$ cat config.mk
export PLATFORM = sky130hd
export DESIGN_NAME = seqbuf_addr_seq
export DESIGN_NICKNAME = d
export VERILOG_FILES = /design/src/rtl/seqbuf_pkg.sv /design/src/rtl/seqbuf_ld_stage.sv /design/src/rtl/seqbuf_ptr_core.sv /design/src/rtl/seqbuf_eob_flag.sv /design/src/rtl/seqbuf_proto_guard.sv /design/src/rtl/seqbuf_addr_seq.sv
export SDC_FILE = /design/constraint.sdc
export NUM_CORES = 1
export LEC_CHECK = 0
export ABC_CLOCK_PERIOD_IN_PS = 2600
export BUFFER_PORTS_ARGS = -buffer_cell sky130_fd_sc_hd__buf_2
export CAP_MARGIN = 20
export CORE_MARGIN = 2
export CORE_UTILIZATION = 47
export CTS_CLUSTER_SIZE = 20
export DETAILED_ROUTE_END_ITERATION = 10
export GPL_TIMING_DRIVEN = 0
export PLACE_DENSITY_LB_ADDON = 0.15
export SLEW_MARGIN = 0
export SYNTH_ARGS = -nofsm -noshare
export SYNTH_HDL_FRONTEND = slang
export SYNTH_SLANG_ARGS = --single-unit
$ cat constraint.sdc
create_clock -name clk -period 2.6 [get_ports clk]
set_clock_uncertainty 0.05 [all_clocks]
set_input_delay 0.13 -clock clk [delete_from_list [all_inputs] [get_ports clk]]
set_output_delay 0.13 -clock clk [all_outputs]
set_load 0.02 [all_outputs]
$ cat src/rtl/seqbuf_pkg.sv
package seqbuf_pkg;
  localparam int unsigned ADDR_W   = 12;
  localparam int unsigned NBUF     = 2;
  localparam int unsigned CTRL_AW  = 3;
  localparam logic [CTRL_AW-1:0] CTRL_FLAG_ADDR = 3'b101;

  typedef enum logic [2:0] {
    SRC_HOLD,
    SRC_INC,
    SRC_LOAD,
    SRC_START1,
    SRC_START2
  } ptr_src_e;
endpackage

$ cat src/rtl/seqbuf_ld_stage.sv
module seqbuf_ld_stage #(
  parameter int unsigned AW = seqbuf_pkg::ADDR_W
) (
  input  logic          clk,
  input  logic          rst_n,
  input  logic          ld_n,
  input  logic [AW-1:0] ld_val,
  output logic [AW-1:0] ld_data,
  output logic          ld_pend
);
  // data-in register: holds the bus value for one edge before it reaches the pointer
  always_ff @(posedge clk or negedge rst_n) begin
    if (!rst_n) begin
      ld_data <= '0;
      ld_pend <= 1'b0;
    end else begin
      ld_pend <= !ld_n;
      if (!ld_n) ld_data <= ld_val;
    end
  end
endmodule

$ cat src/rtl/seqbuf_ptr_core.sv
module seqbuf_ptr_core #(
  parameter int unsigned AW = seqbuf_pkg::ADDR_W
) (
  input  logic          clk,
  input  logic          rst_n,
  input  logic          ld_pend,
  input  logic [AW-1:0] ld_data,
  input  logic          strt1_n,
  input  logic          strt2_n,
  input  logic          cnt_en_n,
  input  logic [AW-1:0] start1_addr,
  input  logic [AW-1:0] start2_addr,
  output logic [AW-1:0] ptr_q,
  output logic [AW-1:0] ptr_nxt,
  output logic          inc_evt
);
  import seqbuf_pkg::*;

  ptr_src_e src;

  always_comb begin
    if (ld_pend)        src = SRC_LOAD;
    else if (!strt1_n)  src = SRC_START1;
    else if (!strt2_n)  src = SRC_START2;
    else if (!cnt_en_n) src = SRC_INC;
    else                src = SRC_HOLD;
  end

  always_comb begin
    unique case (src)
      SRC_LOAD:   ptr_nxt = ld_data;
      SRC_START1: ptr_nxt = start1_addr;
      SRC_START2: ptr_nxt = start2_addr;
      SRC_INC:    ptr_nxt = ptr_q + AW'(1);
      default:    ptr_nxt = ptr_q;
    endcase
  end

  assign inc_evt = (src == SRC_INC);

  always_ff @(posedge clk or negedge rst_n) begin
    if (!rst_n) ptr_q <= '0;
    else        ptr_q <= ptr_nxt;
  end
endmodule

$ cat src/rtl/seqbuf_eob_flag.sv
module seqbuf_eob_flag #(
  parameter int unsigned AW = seqbuf_pkg::ADDR_W
) (
  input  logic          clk,
  input  logic          rst_n,
  input  logic          inc_evt,
  input  logic [AW-1:0] ptr_nxt,
  input  logic [AW-1:0] end_addr,
  input  logic          clr,
  output logic          flag_n
);
  logic hit;
  assign hit = inc_evt && (ptr_nxt == end_addr);

  // sticky; a set on the same edge as a clear takes precedence
  always_ff @(posedge clk or negedge rst_n) begin
    if (!rst_n)   flag_n <= 1'b1;
    else if (hit) flag_n <= 1'b0;
    else if (clr) flag_n <= 1'b1;
  end
endmodule

$ cat src/rtl/seqbuf_proto_guard.sv
module seqbuf_proto_guard (
  input  logic clk,
  input  logic rst_n,
  input  logic ld_n,
  input  logic ld_pend,
  input  logic strt1_n,
  input  logic strt2_n,
  output logic proto_err
);
  logic strt_any, ld_window;
  assign strt_any  = !strt1_n || !strt2_n;
  assign ld_window = !ld_n || ld_pend;

  always_ff @(posedge clk or negedge rst_n) begin
    if (!rst_n) proto_err <= 1'b0;
    else        proto_err <= strt_any && ld_window;
  end
endmodule

$ cat src/rtl/seqbuf_addr_seq.sv
module seqbuf_addr_seq #(
  parameter int unsigned AW  = seqbuf_pkg::ADDR_W,
  parameter int unsigned CAW = seqbuf_pkg::CTRL_AW
) (
  input  logic                           clk,
  input  logic                           rst_n,
  input  logic                           cnt_en_n,
  input  logic                           ld_n,
  input  logic                           strt1_n,
  input  logic                           strt2_n,
  input  logic [AW-1:0]                  ld_val,
  input  logic [AW-1:0]                  start1_addr,
  input  logic [AW-1:0]                  start2_addr,
  input  logic [AW-1:0]                  end1_addr,
  input  logic [AW-1:0]                  end2_addr,
  input  logic                           ctrl_wr_en,
  input  logic [CAW-1:0]                 ctrl_wr_addr,
  input  logic [seqbuf_pkg::NBUF-1:0]    ctrl_wr_data,
  output logic [AW-1:0]                  ptr_o,
  output logic                           eob1_n,
  output logic                           eob2_n,
  output logic                           proto_err_o
);
  localparam int unsigned NB = seqbuf_pkg::NBUF;
  localparam logic [CAW-1:0] FLAG_ADDR = CAW'(seqbuf_pkg::CTRL_FLAG_ADDR);

  logic [AW-1:0] ld_data;
  logic          ld_pend;
  logic [AW-1:0] ptr_nxt;
  logic          inc_evt;
  logic [AW-1:0] end_arr [NB];
  logic [NB-1:0] clr_req;
  logic [NB-1:0] eob_n;
  logic          ctrl_hit;

  seqbuf_ld_stage #(.AW(AW)) u_ld (
    .clk     (clk),
    .rst_n   (rst_n),
    .ld_n    (ld_n),
    .ld_val  (ld_val),
    .ld_data (ld_data),
    .ld_pend (ld_pend)
  );

  seqbuf_ptr_core #(.AW(AW)) u_core (
    .clk         (clk),
    .rst_n       (rst_n),
    .ld_pend     (ld_pend),
    .ld_data     (ld_data),
    .strt1_n     (strt1_n),
    .strt2_n     (strt2_n),
    .cnt_en_n    (cnt_en_n),
    .start1_addr (start1_addr),
    .start2_addr (start2_addr),
    .ptr_q       (ptr_o),
    .ptr_nxt     (ptr_nxt),
    .inc_evt     (inc_evt)
  );

  assign end_arr[0] = end1_addr;
  assign end_arr[1] = end2_addr;
  assign ctrl_hit   = ctrl_wr_en && (ctrl_wr_addr == FLAG_ADDR);

  for (genvar g = 0; g < NB; g++) begin : g_flag
    assign clr_req[g] = ctrl_hit && !ctrl_wr_data[g];
    seqbuf_eob_flag #(.AW(AW)) u_flag (
      .clk      (clk),
      .rst_n    (rst_n),
      .inc_evt  (inc_evt),
      .ptr_nxt  (ptr_nxt),
      .end_addr (end_arr[g]),
      .clr      (clr_req[g]),
      .flag_n   (eob_n[g])
    );
  end

  assign eob1_n = eob_n[0];
  assign eob2_n = eob_n[1];

  seqbuf_proto_guard u_guard (
    .clk       (clk),
    .rst_n     (rst_n),
    .ld_n      (ld_n),
    .ld_pend   (ld_pend),
    .strt1_n   (strt1_n),
    .strt2_n   (strt2_n),
    .proto_err (proto_err_o)
  );
endmodule

## Word level (Yosys, flattened, before mapping)

Index checks and enable logic that the tools add are counted.

- Output and inout bits: 15
- Bits in registers: 28

- Equal/unequal tests: 7
- $add $sub $neg: 1
- Reduce and logical (&&, ||, !) cells: 15
- Muxes and demuxes: 9

Operator list:

| operator | count |
|---|---|
| 12-bit one-hot mux with 4 select lines | 1 |
| 12-bit equality test | 2 |
| 12-bit by 1-bit adder with 12-bit output (second input constant) | 1 |
| 3-bit two-way mux | 3 |
| 3-bit by 2-bit equality test with 1-bit output (second input constant) | 2 |
| 3-bit equality test (second input constant) | 2 |
| 1-bit logical AND | 6 |
| 1-bit zero test | 5 |
| 1-bit two-way mux | 5 |
| 2-bit nonzero test | 2 |
| 3-bit by 1-bit equality test with 1-bit output (second input constant) | 1 |
| 1-bit logical OR | 2 |

## Depth between registers and ports, before layout

Gate-level depths: netlist of the first run.

- Word-level depth: 9
- Mapped depth: 9
- Mapped depth without buffers: 8

## Cells and area by module

A second synthesis of the first run with hierarchy kept.

- Cells, all modules: 173
- Area, all modules: 1808.0 um^2

By module, submodules not included:

| module | area each (um^2) | instances | cells an instance |
|---|---|---|---|
| seqbuf_ptr_core | 915.9 | 1 | 104 |
| seqbuf_ld_stage | 509.2 | 1 | 27 |
| seqbuf_eob_flag | 162.7 | 2 | 18 |
| seqbuf_proto_guard | 41.3 | 1 | 3 |
| seqbuf_addr_seq | 16.3 | 1 | 3 |

## Worst setup path before layout of the first run

No wires, ideal clock.

- Kind: register -> register
- Start: reg u_core.ptr_q[0]
- End: reg g_flag[1].u_flag.flag_n
- Setup slack: 0.492 ns
- Stages on the path, launching flop included: 9
- Period minus slack after synthesis: 2.108 ns
- Data arrival time: 1.957 ns
- Data required time: 2.450 ns
- Setup time: 0.100 ns
- Path through: dfrtp_1 > ha_1 > nand4_1 > nor2_1 > xnor2_1 > o22ai_1 > xor2_1 > a2111oi_4 > a41oi_1

- Word-level cells in the longest chain between the ends: 5
- Elaborated cells on any way between the ends: 6
- Those cells by class: add/sub: 1; eq/ne: 1; mux: 2; reduce/logical: 2

RTL lines:

| what | line | RTL |
|---|---|---|
| start, declared | seqbuf_ptr_core.sv:13 | `output logic [AW-1:0] ptr_q,` |
| start signal, assigned | seqbuf_ptr_core.sv:43 | `else ptr_q <= ptr_nxt;` |
| 12-bit by 1-bit adder with 12-bit output (*) | seqbuf_ptr_core.sv:34 | `SRC_INC: ptr_nxt = ptr_q + AW'(1);` |
| 12-bit one-hot mux with 4 select lines (*) | seqbuf_ptr_core.sv:30 | `unique case (src)` |
| net g_flag[0].u_flag.ptr_nxt[8] | seqbuf_eob_flag.sv:7 | `input logic [AW-1:0] ptr_nxt,` |
| 12-bit equality test (*) | seqbuf_eob_flag.sv:13 | `assign hit = inc_evt && (ptr_nxt == end_addr);` |
| 1-bit logical AND (*) | seqbuf_eob_flag.sv:13 |  |
| 1-bit two-way mux / 2-bit nonzero test (equally long branches) | n/a |  |
| end signal, assigned | seqbuf_eob_flag.sv:17 | `if (!rst_n) flag_n <= 1'b1;` |
| end signal, assigned | seqbuf_eob_flag.sv:18 | `else if (hit) flag_n <= 1'b0;` |
| end signal, assigned | seqbuf_eob_flag.sv:19 | `else if (clr) flag_n <= 1'b1;` |
| end, declared | seqbuf_eob_flag.sv:10 | `output logic flag_n` |

The timed path passes the listed nets; every way through them passes the cells marked *.
A chain may end at the register's enable or synchronous reset.

## Worst setup path in the final report of the first run

- Start: reg u_core.ptr_q[0]
- End: reg g_flag[0].u_flag.flag_n

- Word-level cells in the longest chain between the ends: 5
- Elaborated cells on any way between the ends: 6
- Those cells by class: add/sub: 1; eq/ne: 1; mux: 2; reduce/logical: 2

RTL lines:

| what | line |
|---|---|
| 12-bit by 1-bit adder with 12-bit output (*) | seqbuf_ptr_core.sv:34 |
| 12-bit one-hot mux with 4 select lines (*) | seqbuf_ptr_core.sv:30 |
| net g_flag[0].u_flag.ptr_nxt[4] | seqbuf_eob_flag.sv:7 |
| 12-bit equality test (*) | seqbuf_eob_flag.sv:13 |
| 1-bit logical AND (*) | seqbuf_eob_flag.sv:13 |
| 1-bit two-way mux / 2-bit nonzero test (equally long branches) | n/a |
| end signal, assigned | seqbuf_eob_flag.sv:17 |
| end signal, assigned | seqbuf_eob_flag.sv:18 |
| end signal, assigned | seqbuf_eob_flag.sv:19 |
| end, declared | seqbuf_eob_flag.sv:10 |

Marked as above.

==> impl_metrics.env, run 1 <==
export IMPL_fin_area_um2=2510
export IMPL_post_place_ws_ns=0.264
export IMPL_slew_viol_final=0
export IMPL_io_buffers=85
export IMPL_synthDistinctLibCells=51
export IMPL_yosysSeqAreaShare=0.363
export IMPL_overflow=0
export IMPL_core_area_um2=3970
export IMPL_crit_end="g_flag[0].u_flag.flag_n$_DFFE_PN1P_"
export IMPL_layout_commonest_cell="buf_2"
export IMPL_post_dp_cell_area_um2=2430
export IMPL_clock_latency_ns=0.28
export IMPL_ir_drop_mv=0.271
export IMPL_finalCriticalPeriod_ns=2.37
export IMPL_wl_per_cell_um=15.5
export IMPL_yosys_most_used_dff="dfrtp_1"
export IMPL_slowest_delay_ns=0.51
export IMPL_die_w_um=68.2
export IMPL_status="finished, final reports clean"
export IMPL_ios=87
export IMPL_synth_edf_count=0
export IMPL_cts_tree="yes"
export IMPL_dieArea_um2=4660
export IMPL_whs_path_depth=2
export IMPL_synthesis_instances=192
export IMPL_synth_avg_cell_area_um2=10.1
export IMPL_hold_viol_final=0
export IMPL_num_vias=1832
export IMPL_critPathBufInv=0
export IMPL_rr_startpoint="u_core.ptr_q[0]$_DFF_PN0_"
export IMPL_end_kind="flop"
export IMPL_worst_ep_arrival_time_ns=2.51
export IMPL_drt_iter0_drc=75
export IMPL_path_cells="ha_1 -> nand4b_1 -> xor2_1 -> o22ai_1 -> xor2_1 -> a2111oi_4 -> a41oi_1"
export IMPL_nets=356
export IMPL_drc_errors=0
export IMPL_cts_sinks=28
export IMPL_track_usage=0.233
export IMPL_finalCritPeriodShare=0.911
export IMPL_dr_pass1_iters=4
export IMPL_cts_root_buf="clkbuf_8"
export IMPL_path_class="flop to flop"
export IMPL_rows=23
export IMPL_seq_area_um2=703
export IMPL_path_depth=7
export IMPL_utilization=0.632
export IMPL_rsz0062_at_grt="false"
export IMPL_multi_input_area_um2=1150
export IMPL_maxCapViolCount=0
export IMPL_ys_seq_elements=28
export IMPL_grt_pass1_wl_um=7960
export IMPL_antenna_found_initial=0
export IMPL_cts_buffers=3
export IMPL_power_mw=1.30
export IMPL_tns_ns=0
export IMPL_viasPerCell=5.52
export IMPL_initial_core_util=0.488
export IMPL_final_cell_mix="88 x buf_2, 26 x dfrtp_1, 19 x nor2_1, 17 x xor2_1, 12 x mux2_2"
export IMPL_grt_pass1_vias=1744
export IMPL_gp_congestion=0.810
export IMPL_drive_gt1_frac=0.440
export IMPL_postRouteAntennaNets=0
export IMPL_fillers=356
export IMPL_yosys_warnings=0
export IMPL_slew_headroom=0.571
export IMPL_syn_nets=265
export IMPL_wirelength_um=5140
export IMPL_hpwl_um=4040
export IMPL_syn_to_final_growth_pct=29.4
export IMPL_clk_pin_slew_ns=0.10
export IMPL_cts_max_level=1
export IMPL_grt_max_degree=29
export IMPL_cts_buffer_depth=2
export IMPL_finalSetupViolations=0
export IMPL_reg2reg_slack_ns=0.23
export IMPL_critical_path_max_fanout=7
export IMPL_powerDensity_nw_per_um2=519
export IMPL_die_h_um=68.2
export IMPL_reg2reg_depth=7
export IMPL_hp_class="input port to flop"
export IMPL_crit_start="u_core.ptr_q[0]$_DFF_PN0_"
export IMPL_cts_resized=0
export IMPL_setup_slack_ns=0.231
export IMPL_worstMarginPinSlew_ns=0.644
export IMPL_max_freq_ghz=0.422
export IMPL_crit_required_ns=2.74
export IMPL_cp_common_cell="xor2_1"
export IMPL_rr_endpoint="g_flag[0].u_flag.flag_n$_DFFE_PN1P_"
export IMPL_leakage_nw=1.11
export IMPL_crit_family="compound AO/OA/AOI/OAI gates"
export IMPL_diodes=0
export IMPL_startpoint_type="flop"
export IMPL_syn_area_um2=1940
export IMPL_async_flop_share=1.00
export IMPL_cp_slowest_cell="dfrtp_1"
==> cell usage after synthesis, types with 2 or more instances <==
library cell / number / share of area
a2111oi_4: 2 / 0.028
a21oi_1: 3 / 0.0077
a221o_1: 3 / 0.015
a221oi_1: 6 / 0.027
a22oi_1: 2 / 0.0077
a31oi_1: 2 / 0.0065
a41oi_1: 2 / 0.0090
buf_2: 3 / 0.0077
buf_6: 2 / 0.012
clkbuf_1: 3 / 0.0058
dfrtp_1: 26 / 0.34
dfstp_2: 2 / 0.027
inv_1: 8 / 0.015
inv_2: 2 / 0.0039
mux2_2: 12 / 0.070
nand2_1: 7 / 0.014
nand2b_1: 3 / 0.0097
nand3_1: 6 / 0.015
nand4b_1: 3 / 0.014
nor2_1: 19 / 0.037
nor2b_1: 4 / 0.013
nor3_1: 4 / 0.010
nor4_1: 2 / 0.0065
o211ai_1: 2 / 0.0077
o21ai_0: 4 / 0.010
o21ai_1: 3 / 0.0077
o22a_1: 2 / 0.0090
o22ai_1: 4 / 0.013
o22ai_2: 2 / 0.013
or3_1: 2 / 0.0065
xnor2_1: 11 / 0.050
xor2_1: 17 / 0.077
==> timing repair <==
item / 4_1_cts / 5_1_grt
setup buffers: 0 / 0
hold buffers: 1 / 0
endpoints found under the hold margin: 26 / 0
==> worst min path at each step <==
stage          slack, ns       start                            to
2_1_floorplan      -0.22       rst_n     u_core.ptr_q[0]$_DFF_PN0_
3_3_place_gp        0.14       rst_n     u_core.ptr_q[0]$_DFF_PN0_
3_5_place_dp        0.14       rst_n     u_core.ptr_q[0]$_DFF_PN0_
4_1_cts             0.02   ld_val[6]   u_ld.ld_data[6]$_DFFE_PN0N_
5_1_grt             0.02  ld_val[10]  u_ld.ld_data[10]$_DFFE_PN0N_
6_report            0.02  ld_val[10]  u_ld.ld_data[10]$_DFFE_PN0N_
==> worst register-to-register path, stage by stage, from the launching register on <==
cell and delay (ns):
dfrtp_1 0.51, ha_1 0.31, nand4b_1 0.19, xor2_1 0.19, o22ai_1 0.38, xor2_1 0.18
a2111oi_4 0.33, a41oi_1 0.15
==> final cells by class <==
type                       count  share of cell area
multi-input combinational    146               0.458
sequential                    28               0.280
timing repair buffer          86               0.174
tap                           50              0.0249
buffer                         8              0.0195
clock buffer                   3              0.0165
inverter                      10              0.0150
clock inverter                 1              0.0120
==> kinds of logic after synthesis <==
kind of cell | synth area share
DFF | 0.363
adders and majority gates | 0.0116
AOI/OAI and AO/OA | 0.209
xor gates and xnor gates | 0.126
and+or+nand+nor | 0.176
muxes | 0.0697
buffers and inverters | 0.0445
==> where the power goes <==
group          switching (mW)  internal, mW  total [mW]
Clock                   0.143         0.206       0.350
Combinational           0.231         0.184       0.415
Sequential             0.0499         0.488       0.538
Total                   0.424         0.878        1.30
==> sequential cells by signal, summed over array words and instances, names as in the netlist <==
signal,count
g_flag.u_flag.flag_n,2
u_core.ptr_q,12
u_guard.proto_err,1
u_ld.ld_data,12
u_ld.ld_pend,1
==> routing by layer <==
layer | track usage | wire length (µm) | vias up
met5 | 0 | 0 | -
met4 | 0.0750 | 25 | 0
met3 | 0.0362 | 389 | 2
met2 | 0.394 | 2510 | 66
met1 | 0.304 | 2220 | 877
li1 | - | - | 887
==> through the flow <==
stage / hold WS (ns) / instances
after detailed placement: 0.139 / 327
final: 0.0246 / 332
after global routing: 0.0217 / 332
after floorplan: -0.216 / 192
after CTS: 0.0211 / 332
after global placement: 0.138 / 327
(Power assumes the default switching activity.)
==> inputs of run 2 (changes only) <==
--- a/config.mk
+++ b/config.mk
@@ -5,11 +5,12 @@
 export SDC_FILE = /design/constraint.sdc
 export NUM_CORES = 1
 export LEC_CHECK = 0
+export ABC_AREA = 1
 export ABC_CLOCK_PERIOD_IN_PS = 2600
 export BUFFER_PORTS_ARGS = -buffer_cell sky130_fd_sc_hd__buf_2
 export CAP_MARGIN = 20
 export CORE_MARGIN = 2
-export CORE_UTILIZATION = 47
+export CORE_UTILIZATION = 49
 export CTS_CLUSTER_SIZE = 20
 export DETAILED_ROUTE_END_ITERATION = 10
 export GPL_TIMING_DRIVEN = 0
==> constraint.sdc (replaced) <==
create_clock -name clk -period 2.6 [get_ports clk]
set_clock_uncertainty 0.05 [all_clocks]
set_input_delay 0.13 -clock clk [delete_from_list [all_inputs] [get_ports clk]]
set_output_delay 0.13 -clock clk [all_outputs]
set_load 0.05 [all_outputs]
==> impl_metrics.env, run 2 <==
export IMPL_synth_top_cell_by_area="dfrtp_1"
export IMPL_dr_wl_met3_um=427
export IMPL_dr_pass1_iters=4
export IMPL_rr_endpoint="g_flag[0].u_flag.flag_n$_DFFE_PN1P_"
export IMPL_worst_ep_arrival_time_ns=2.30
export IMPL_worstMarginPinSlew_ns=0.666
export IMPL_p_int_mw=0.769
export IMPL_diodes=0
export IMPL_antenna_found_initial=0
export IMPL_tns_ns=0
export IMPL_async_flop_share=1.00
export IMPL_end_kind="flop"
export IMPL_max_freq_ghz=0.471
export IMPL_multi_input_area_um2=1260
export IMPL_core_area_um2=4350
export IMPL_final_cells=529
export IMPL_postRouteAntennaNets=0
export IMPL_hp_class="input port to flop"
export IMPL_grt_pass1_vias=2432
export IMPL_leakage_nw=1.75
export IMPL_fillers=425
export IMPL_cts_root_buf="clkbuf_8"
export IMPL_cts_sinks=28
export IMPL_cts_buffers=3
export IMPL_hold_start="ld_val[0]"
export IMPL_slew_viol_final=0
export IMPL_viasPerCell=4.85
export IMPL_crit_required_ns=2.78
export IMPL_maxCapViolCount=0
export IMPL_pwr_share_comb=0.361
export IMPL_die_h_um=71.1
export IMPL_final_cell_mix="168 x nand2_1, 87 x buf_2, 50 x inv_1, 42 x nor2_1, 39 x nand3_1"
export IMPL_synthTopCellsByCount="168 x nand2_1, 50 x inv_1, 42 x nor2_1"
export IMPL_hold_path_end="u_ld.ld_data[0]$_DFFE_PN0N_"
export IMPL_status="finished, final reports clean"
export IMPL_syn_area_um2=2200
export IMPL_cts_resized=0
export IMPL_gp_congestion=0.833
export IMPL_grt_pass1_wl_um=10600
export IMPL_die_w_um=71.1
export IMPL_startpoint_type="flop"
export IMPL_drt_iter0_drc=210
export IMPL_hpwl_um=4900
export IMPL_yosys_warnings=0
export IMPL_drive_gt1_frac=0.218
export IMPL_reg2reg_depth=11
export IMPL_powerDensity_nw_per_um2=436
export IMPL_initial_core_util=0.506
export IMPL_synthTopCellsByArea="dfrtp_1 30%, nand2_1 29%, nand3_1 8.9%"
export IMPL_ys_seq_elements=28
export IMPL_cts_max_level=1
export IMPL_yosysSeqAreaShare=0.319
export IMPL_hold_viol_final=0
export IMPL_layout_commonest_cell="nand2_1"
export IMPL_top_regs="u_core.ptr_q: 12 flops, u_ld.ld_data: 12 flops, g_flag.u_flag.flag_n: 2 flops"
export IMPL_slew_headroom=0.556
export IMPL_p_switching_mw=0.485
export IMPL_cts_buffer_depth=2
export IMPL_finalCritPeriodShare=0.817
export IMPL_seqPwrFrac=0.412
export IMPL_synthMostInstantiatedCell="nand2_1"
export IMPL_num_vias=2564
export IMPL_seq_area_um2=703
export IMPL_nets=551
export IMPL_finalSetupViolations=0
export IMPL_whs_path_depth=3
export IMPL_path_class="flop to flop"
export IMPL_drc_errors=0
export IMPL_ir_drop_mv=0.254
export IMPL_reg2reg_slack_ns=0.48
export IMPL_clock_latency_ns=0.28
export IMPL_met1Wirelength_um=2650
export IMPL_wirelength_um=6220
export IMPL_synth_avg_cell_area_um2=5.88
export IMPL_critical_path_max_fanout=5
export IMPL_synthesis_instances=375
export IMPL_syn_to_final_growth_pct=30.4
export IMPL_yosys_most_used_dff="dfrtp_1"
export IMPL_overflow=0
export IMPL_clockPowerShare=0.227
export IMPL_highest_layer="met4"
export IMPL_track_usage=0.263
export IMPL_synth_top_cell_area_share=0.295
export IMPL_met2RoutedLength_um=3070
export IMPL_cts_tree="yes"
export IMPL_syn_nets=448
export IMPL_synthDistinctLibCells=25
export IMPL_wl_per_cell_um=11.8
export IMPL_synth_edf_count=0
export IMPL_rows=24
export IMPL_clk_pin_slew_ns=0.10
export IMPL_ios=87
export IMPL_rsz0062_at_grt="false"
export IMPL_grt_max_degree=29
export IMPL_rr_startpoint="u_core.ptr_q[0]$_DFF_PN0_"
export IMPL_dieArea_um2=5050
export IMPL_finalCriticalPeriod_ns=2.12
export IMPL_switching_share=0.387
export IMPL_dp_cells=513
export IMPL_io_buffers=86
[run 2: layout make-up]
cell class / instances / share of cell area
multi-input cells: 289 / 0.438
flip-flops and latches: 28 / 0.245
repair buffers: 98 / 0.191
inverters: 51 / 0.0670
well taps: 52 / 0.0226
clock buffers: 4 / 0.0191
plain buffers: 7 / 0.0174
[run 2: stage by stage]
stage	utilization	cell area [µm²]	hold slack (ns)	worst slack (ns)	power, mW
after global routing	0.660	2880	0.00202	0.254	1.35
after floorplan	-	2200	-0.216	0.591	0.812
after CTS	0.660	2880	0.00190	0.463	1.26
after global placement	0.620	2700	0.142	0.520	0.950
final	0.660	2880	0.00526	0.477	1.25
after detailed placement	0.620	2700	0.152	0.489	0.960
[run 2: timing repair]
| action | in CTS | in global routing |
|---|---|---|
| buffers inserted | 0 | 0 |
| endpoints found under the hold margin | 37 | 0 |
| endpoints found under the setup margin | 0 | 0 |
| hold buffers | 12 | 0 |
[run 2: worst max-delay path by stage]
stage / from / to / slack [ns] / depth (start not counted)
after floorplan: u_core.ptr_q[1]$_DFF_PN0_ / g_flag[0].u_flag.flag_n$_DFFE_PN1P_ / 0.59 / 11
after global placement: u_core.ptr_q[0]$_DFF_PN0_ / g_flag[1].u_flag.flag_n$_DFFE_PN1P_ / 0.52 / 11
after detailed placement: u_core.ptr_q[1]$_DFF_PN0_ / g_flag[1].u_flag.flag_n$_DFFE_PN1P_ / 0.49 / 11
after CTS: u_core.ptr_q[0]$_DFF_PN0_ / g_flag[1].u_flag.flag_n$_DFFE_PN1P_ / 0.46 / 11
after global routing: u_core.ptr_q[0]$_DFF_PN0_ / g_flag[1].u_flag.flag_n$_DFFE_PN1P_ / 0.25 / 11
final: u_core.ptr_q[0]$_DFF_PN0_ / g_flag[0].u_flag.flag_n$_DFFE_PN1P_ / 0.48 / 11
[run 2: kinds of logic (layout without fill, tap and decap cells)]
group	Yosys count	after routing	share of synthesized area
and+or+nand+nor	273	273	0.524
buffers and inverters	58	160	0.110
DFF	28	28	0.319
AOI/OAI and AO/OA	15	15	0.0409
adders and majority gates	1	1	0.00567
[run 2: power groups by stage]
| stage | Sequential [mW] | Combinational, mW | Clock (mW) |
|---|---|---|---|
| after global placement | 0.523 | 0.427 | 0 |
| after floorplan | 0.603 | 0.210 | 0 |
| after CTS | 0.516 | 0.452 | 0.291 |
| after detailed placement | 0.525 | 0.435 | 0 |
| after global routing | 0.522 | 0.511 | 0.314 |
| final | 0.517 | 0.453 | 0.285 |
[run 2: layer usage]
metal | track usage | up-vias
met5 | 0 | -
met4 | 0.0629 | 0
met3 | 0.0556 | 6
met2 | 0.465 | 81
met1 | 0.329 | 1112
li1 | - | 1365
[run 2: critical path, stage by stage (launching register included)]
cell and delay [ns]:
dfrtp_1 0.44, ha_1 0.31, nand3_1 0.08, nand2_1 0.05, o21ai_0 0.41, nor2_1 0.08, nor2_1 0.21, nand2_1 0.08
nor2_1 0.12, nand4_1 0.11, nand2_1 0.10, inv_1 0.04
